## config.mk

```make
export PLATFORM = sky130hd
export DESIGN_NAME = bm_latency_wdog
export DESIGN_NICKNAME = d
export VERILOG_FILES = /design/src/rtl/bm_latency_wdog.sv
export SDC_FILE = /design/constraint.sdc
export NUM_CORES = 1
export LEC_CHECK = 0
export BUFFER_PORTS_ARGS = -buffer_cell sky130_fd_sc_hd__clkbuf_2
export CORE_ASPECT_RATIO = 1.25
export CORE_MARGIN = 3
export CORE_UTILIZATION = 46
export CTS_CLUSTER_SIZE = 30
export DETAILED_ROUTE_END_ITERATION = 6
export PLACE_DENSITY = 0.84
export SLEW_MARGIN = 20
export SYNTH_ARGS = -nofsm -noshare
export SYNTH_HDL_FRONTEND = slang
export SYNTH_SLANG_ARGS = --single-unit
```

## constraint.sdc

```tcl
create_clock -name clk -period 4.15 [get_ports clk]
set_clock_uncertainty 0.1 [all_clocks]
set_input_delay 0.6225 -clock clk [delete_from_list [all_inputs] [get_ports clk]]
set_output_delay 0.6225 -clock clk [all_outputs]
set_load 0.02 [all_outputs]
```

## src/rtl/bm_latency_wdog.sv

```systemverilog
module bm_latency_wdog #(
  parameter int REG_W = 8,
  parameter int NIB_W = 4,
  parameter int LOW_W = 4
) (
  input  logic             clk,
  input  logic             rst_n,
  input  logic             cfg_we,
  input  logic [REG_W-1:0] cfg_wdata,
  output logic [REG_W-1:0] cfg_rdata,
  input  logic             mabort_clr_we,
  input  logic             mabort_clr,
  input  logic             xfer_active,
  input  logic             beat_done,
  input  logic             serr_en,
  output logic             abort_req,
  output logic             mabort_sticky,
  output logic             serr_pulse
);

  localparam int CNT_W = NIB_W + LOW_W;
  localparam logic [REG_W-1:0] KEEP_MASK = REG_W'((1 << NIB_W) - 1);

  logic [REG_W-1:0] lim_reg_q;
  logic [CNT_W-1:0] cnt_q;
  logic             abort_q, sticky_q, serr_q;

  wire [NIB_W-1:0] lim_nib  = lim_reg_q[NIB_W-1:0];
  wire             armed    = |lim_nib;
  wire [CNT_W-1:0] full_val = {lim_nib, {LOW_W{1'b0}}};
  wire [CNT_W-1:0] new_val  = {cfg_wdata[NIB_W-1:0], {LOW_W{1'b0}}};
  wire             running  = armed && xfer_active && !beat_done && !cfg_we;
  wire             expire   = running && (cnt_q == '0);

  always_ff @(posedge clk) begin
    if (!rst_n) lim_reg_q <= '0;
    else if (cfg_we) lim_reg_q <= cfg_wdata & KEEP_MASK;
  end

  always_ff @(posedge clk) begin
    if (!rst_n)                   cnt_q <= '0;
    else if (cfg_we)              cnt_q <= new_val;
    else if (beat_done || expire) cnt_q <= full_val;
    else if (running)             cnt_q <= cnt_q - 1'b1;
  end

  always_ff @(posedge clk) begin
    if (!rst_n) begin
      abort_q  <= 1'b0;
      serr_q   <= 1'b0;
      sticky_q <= 1'b0;
    end else begin
      abort_q <= expire;
      serr_q  <= expire && serr_en;
      if (expire)                           sticky_q <= 1'b1;
      else if (mabort_clr_we && mabort_clr) sticky_q <= 1'b0;
    end
  end

  assign cfg_rdata     = lim_reg_q;
  assign abort_req     = abort_q;
  assign mabort_sticky = sticky_q;
  assign serr_pulse    = serr_q;

  p_zero_off_r3: assert property (@(posedge clk) disable iff (!rst_n)
    (cfg_rdata == '0 && !cfg_we) |=> !abort_req);

  p_single_abort_r4: assert property (@(posedge clk) disable iff (!rst_n)
    abort_req |=> !abort_req);

  p_idle_hold_r6: assert property (@(posedge clk) disable iff (!rst_n)
    (!xfer_active && !cfg_we && !beat_done) |=> $stable(cnt_q));

  p_abort_flags_r7: assert property (@(posedge clk) disable iff (!rst_n)
    abort_req |-> mabort_sticky);

  p_sticky_keep_r7: assert property (@(posedge clk) disable iff (!rst_n)
    (mabort_sticky && !(mabort_clr_we && mabort_clr)) |=> mabort_sticky);

  p_serr_gate_r8: assert property (@(posedge clk) disable iff (!rst_n)
    serr_pulse |-> (abort_req && $past(serr_en)));

  p_rsvd_zero_r2: assert property (@(posedge clk) disable iff (!rst_n)
    cfg_we |=> (cfg_rdata[REG_W-1:NIB_W] == '0));

endmodule

```

== Yosys cells after proc, flatten, opt, wreduce, memory -nomap -nowiden ==
Cells that the tools add are included.
W data, S select, Z words.

* Bits in registers: 15
* Bits of input ports: 16
* Output and inout port bits: 11
* Word-level logic and storage cells: 27

* $add $sub $neg: 1
* Muxes and demuxes: 5
* Bitwise operators: 1
* Reductions and logical operators: 14

{| class="wikitable"
|+ Operators by type and width
! kind !! number
|-
| $mux W8 || 3
|-
| $logic_not A8 Y1 || 1
|-
| $sub A8 B1 Y8 const B || 1
|-
| $logic_and A1 B1 Y1 || 6
|-
| $reduce_or A4 Y1 || 1
|-
| $reduce_bool A3 Y1 || 1
|-
| $reduce_or A3 Y1 || 1
|-
| $logic_not A1 Y1 || 2
|-
| $mux W1 || 2
|-
| $reduce_bool A2 Y1 || 1
|-
| $logic_or A1 B1 Y1 || 1
|-
| $not A1 Y1 || 1
|}

== Depth between registers and ports, before layout ==
* Depth in word-level cells: 8
* Gate-level depth with buffers: 6
* Mapped depth without buffers: 6

== Worst setup path before layout ==
OpenSTA, ideal clock, no wires.

* Kind: reg-to-reg
* Start: register lim_reg_q[2], in the netlist cfg_rdata[2]
* End: register cnt_q[7]
* Setup time: 130 ps
* Arrival time: 1513 ps
* Data required time: 3920 ps
* Path slack: 2407 ps
* Stages on the path, launching flop included: 6
* Path buffers: 1
* Clock period less this slack: 1743 ps
* Path through: dfxtp_1 > o41a_1 > buf_6 > or4_1 > o2111ai_1 > a211oi_2

* Word-level cells in the longest chain between the ends: 8
* Elaborated cells on any way between the ends: 9
* Classes of those cells: 2 x mux; 7 x reduce/logical

{| class="wikitable"
|+ Ends and longest elaborated chain
! item !! RTL line !! RTL
|-
| from (decl) || 24 || <nowiki>logic [REG_W-1:0] lim_reg_q;</nowiki>
|-
| from (signal assigned) || 37 || <nowiki>else if (cfg_we) lim_reg_q <= cfg_wdata & KEEP_MASK;</nowiki>
|-
| $reduce_or A4 Y1 (*) || 29 || <nowiki>wire armed = |lim_nib;</nowiki>
|-
| $logic_and A1 B1 Y1 (*) (3 in a row) || 32 || <nowiki>wire running = armed && xfer_active && !beat_done && !cfg_we;</nowiki>
|-
| $logic_and A1 B1 Y1 || 33 || <nowiki>wire expire = running && (cnt_q == '0);</nowiki>
|-
| $logic_or A1 B1 Y1 || 43 || <nowiki>else if (beat_done || expire) cnt_q <= full_val;</nowiki>
|-
| $mux W8 || 43 ||
|-
| $mux W8 || 42 || <nowiki>else if (cfg_we) cnt_q <= new_val;</nowiki>
|-
| to (signal assigned) || 42 ||
|-
| to (signal assigned) || 43 ||
|-
| to (signal assigned) || 44 || <nowiki>else if (running) cnt_q <= cnt_q - 1'b1;</nowiki>
|-
| to (decl) || 25 || <nowiki>logic [CNT_W-1:0] cnt_q;</nowiki>
|}

Mark *: on every way between the ends. The rest lies on a longest branch, timed or not.
A chain may end at the register's enable or synchronous reset.

== Worst setup path after layout ==
* Start: input port cfg_we
* End: register serr_q, in the netlist serr_pulse

* Word-level cells in the longest chain between the ends: 4

{| class="wikitable"
|+ Ends and longest elaborated chain
! item !! RTL line !! RTL
|-
| from (decl) || 8 || <nowiki>input logic cfg_we,</nowiki>
|-
| $logic_not A1 Y1 || 32 ||
|-
| $logic_and A1 B1 Y1 || 32 ||
|-
| $logic_and A1 B1 Y1 || 33 ||
|-
| $logic_and A1 B1 Y1 || 54 || <nowiki>serr_q <= expire && serr_en;</nowiki>
|-
| to (signal assigned) || 54 ||
|-
| to (decl) || 26 || <nowiki>logic abort_q, sticky_q, serr_q;</nowiki>
|}

Every way passes these cells.

==> results.md <==
* Post-synth ARST share: 0
* maximum fanout encountered on the critical timing path: 11
* Worst path slowest cell: sky130_fd_sc_hd__nor2_1
* DP HPWL: 1.24 mm
* count of non-filler cells in the finished layout: 130
* setup slack, reg-to-reg: 2.35 ns
* EDFF count, synth: 0
* CTS hold repair buffers: 0
* combined buffer and inverter count along the critical path: 1
* ordered list of cells on the worst path: clkbuf_2 > nor2_1 > and2_0 > nor2b_1 > and3_1
* flip-flop and latch count after synthesis: 15
* initial antenna violation count: 0
* final critical-path share of the clock period: 0.452
* full die area: 0.00239 mm^2
* global-route total usage across every layer: 0.145
* vias in the first global route: 626
* residual overflow from global routing: 0
* synthesized area: 843 um^2
* startpoint class of the critical path: input port
* post-route minimum period: 1.88 ns
* main flop type after synthesis: sky130_fd_sc_hd__dfxtp_1
* unrepaired setup endpoints after global routing: false
* routed wire length: 1.59 mm
* fill cell count: 155
* main area contributors after synthesis: sky130_fd_sc_hd__dfxtp_1 36%, sky130_fd_sc_hd__mux2i_1 4.7%, sky130_fd_sc_hd__buf_4 4.5%, sky130_fd_sc_hd__xor2_1 4.2%, sky130_fd_sc_hd__nor2_1 4.0%
* P per Cell Area: 327 mW/mm^2
* storage element area: 300 um^2
* leakage power summed over all cells: 0.416 nW
* final setup violation count: 0
* clock latency at the later pin of the worst-skew pair: 0.28 ns
* Slowest Stage Delay on Critical Path: 0.42 ns
* count of port buffers added during placement: 18
* global-route wire length before repair: 2.59 mm
* Yosys warning total: 0
* share of post-route cells with drive strength above 1: 0.241
* number of H-tree levels: 1
* First-pass DRT Iterations: 4
* root buf cell: sky130_fd_sc_hd__clkbuf_4
* standard cell core area: 0.00164 mm^2
* R2R Path Start: cfg_rdata[0]
* outcome: finished clean
* synthesized area divided by synthesized cell count: 8.97 um^2
* critical path capture point type: register
* RR Endpoint: mabort_sticky
* CP Data Arrival Time: 2.01 ns
* total via count after detailed routing: 724
* Routability Congestion: 0.812
* kind of path behind the tightest hold check: reg2reg
* final antenna diode count: 0
* sequential area share after synthesis: 0.356
* leading cell type by number of instances after synthesis: sky130_fd_sc_hd__dfxtp_1
* number of DRC violations after detailed-routing iteration 0: 11
* die outline height: 53.9 um
* area grow syn2layout: 10.8%
* clock buffers created by TritonCTS: 3
* total setup buffers inserted after CTS: 0
* horizontal die dimension: 44.3 um
* maximum vdd ir drop: 0.179 mV
* Total Negative Setup Slacks: 0 ns
* antenna-violating nets left: 0
* depth of the critical timing path with buffers and inverters included: 5
* delay-heaviest family, CP: simple AND/OR/NAND/NOR gates
* origin of the worst setup path: cfg_we
* DRC violation count after routing: 0
* commonest cells in the synthesized netlist: 15 x sky130_fd_sc_hd__dfxtp_1, 9 x sky130_fd_sc_hd__nor2_1, 6 x sky130_fd_sc_hd__nand3_1
* Max Transition Viols Final: 0
* footprint of the multi-input gates: 479 um^2
* crit path kind: in2reg
* Achievable Freq: 0.533 GHz
* required time of the critical path: 4.28 ns
* end-of-flow core utilization: 0.569
* capture point of the worst path: serr_pulse
* cell taking the most area after synthesis: sky130_fd_sc_hd__dfxtp_1
* cell row count: 16
* number of ports placed on the die boundary: 27
* final layout net count: 130
* effective utilization at floorplan: 0.514
* quantity of gates resized following cts: 0
* Syn Inst Count: 94
* length in cells of the worst reg-to-reg path: 4
* count of different cell masters after synthesis: 41
* clock tree from TritonCTS: done
* Placed Instances: 126
* Num Clock Sinks: 15
* pin count of the biggest net entering global routing: 13
* Final Hold Vio Count: 0
* clk slew on worst S/H paths: 0.09 ns
* clock tree buffer depth: 2
* max-capacitance violation count: 0
* portion of synthesized cell area occupied by the leading cell type: 0.356
* detail-routed via count per cell: 5.57
* detail-routed net length per standard cell: 12.2 um
-- registers in the layout, summed over array words and instances, names as in the netlist --
name / count
abort_req: 1
mabort_sticky: 1
serr_pulse: 1
cfg_rdata: 4
cnt_q: 8
-- layout by cell type (no fill, tap or decap), types with 2 or more instances in the layout --
| cell | instances |
|---|---|
| sky130_fd_sc_hd__nand2_1 | 3 |
| sky130_fd_sc_hd__clkbuf_4 | 3 |
| sky130_fd_sc_hd__mux2i_1 | 4 |
| sky130_fd_sc_hd__clkbuf_2 | 18 |
| sky130_fd_sc_hd__nand3_1 | 6 |
| sky130_fd_sc_hd__xor2_1 | 4 |
| sky130_fd_sc_hd__o211ai_1 | 2 |
| sky130_fd_sc_hd__a21oi_1 | 3 |
| sky130_fd_sc_hd__nor3_1 | 3 |
| sky130_fd_sc_hd__a31oi_1 | 2 |
| sky130_fd_sc_hd__dfxtp_1 | 15 |
| sky130_fd_sc_hd__nor2_1 | 9 |
| sky130_fd_sc_hd__conb_1 | 4 |
| sky130_fd_sc_hd__inv_1 | 4 |
| sky130_fd_sc_hd__nor2b_1 | 5 |
-- power by group --
group	internal (mW)	switching, mW	leakage (nW)	total (mW)
registers	0.151	0.00784	0.123	0.158
clock network	0.0357	0.0486	0.0177	0.0843
logic	0.0268	0.0362	0.275	0.0630
-- worst min path at each step --
stage,startpoint,endpoint,slack [ns],depth (start not counted)
6_report,cnt_q[1],cnt_q[1],0.45,2
5_1_grt,serr_en,serr_pulse,0.47,2
4_1_cts,serr_en,serr_pulse,0.45,2
3_5_place_dp,cnt_q[1],cnt_q[1],0.44,2
3_3_place_gp,cnt_q[6],cnt_q[6],0.43,2
2_1_floorplan,cnt_q[6],cnt_q[6],0.41,2
-- per-layer routing --
metal  share of wire  global-route usage  up-vias
met3           0.064              0.0435        0
met2            0.50               0.260       20
li1                -                   -      368
met5               0                   0        -
met4               0              0.0503        0
met1            0.43               0.159      336
-- logic make-up after synthesis --
kind of cell | share of synthesized area
buffers and inverters | 0.0890
other | 0.00445
muxes | 0.0475
DFF | 0.356
xor gates and xnor gates | 0.0519
AOI/OAI and AO/OA | 0.181
adders and majority gates | 0.0148
and+or+nand+nor | 0.255
-- stage by stage --
step           instance area (um^2)  total power, mW  setup slack (ns)  hold WS, ns
6_report                        935            0.306              2.27        0.452
5_1_grt                         935            0.324              2.17        0.474
4_1_cts                         935            0.310              2.30        0.447
3_5_place_dp                    907            0.224              2.00        0.441
3_3_place_gp                    907            0.222              2.02        0.432
2_1_floorplan                   855            0.213              2.41        0.408
-- area by class of cell --
cell class / instances / area share
multi-input combinational: 71 / 0.513
tap: 18 / 0.0241
inverter: 4 / 0.0161
clock inverter: 1 / 0.00535
clock buffer: 3 / 0.0241
timing repair buffer: 18 / 0.0964
sequential: 15 / 0.321
-- worst reg2reg max path, stage by stage (launching register included) --
cell and delay [ns]:
sky130_fd_sc_hd__dfxtp_1 0.35, sky130_fd_sc_hd__o41a_1 0.57, sky130_fd_sc_hd__and2_0 0.32, sky130_fd_sc_hd__nor2b_1 0.20, sky130_fd_sc_hd__o21a_1 0.18
Note: power is estimated with default switching activity, not from simulation.
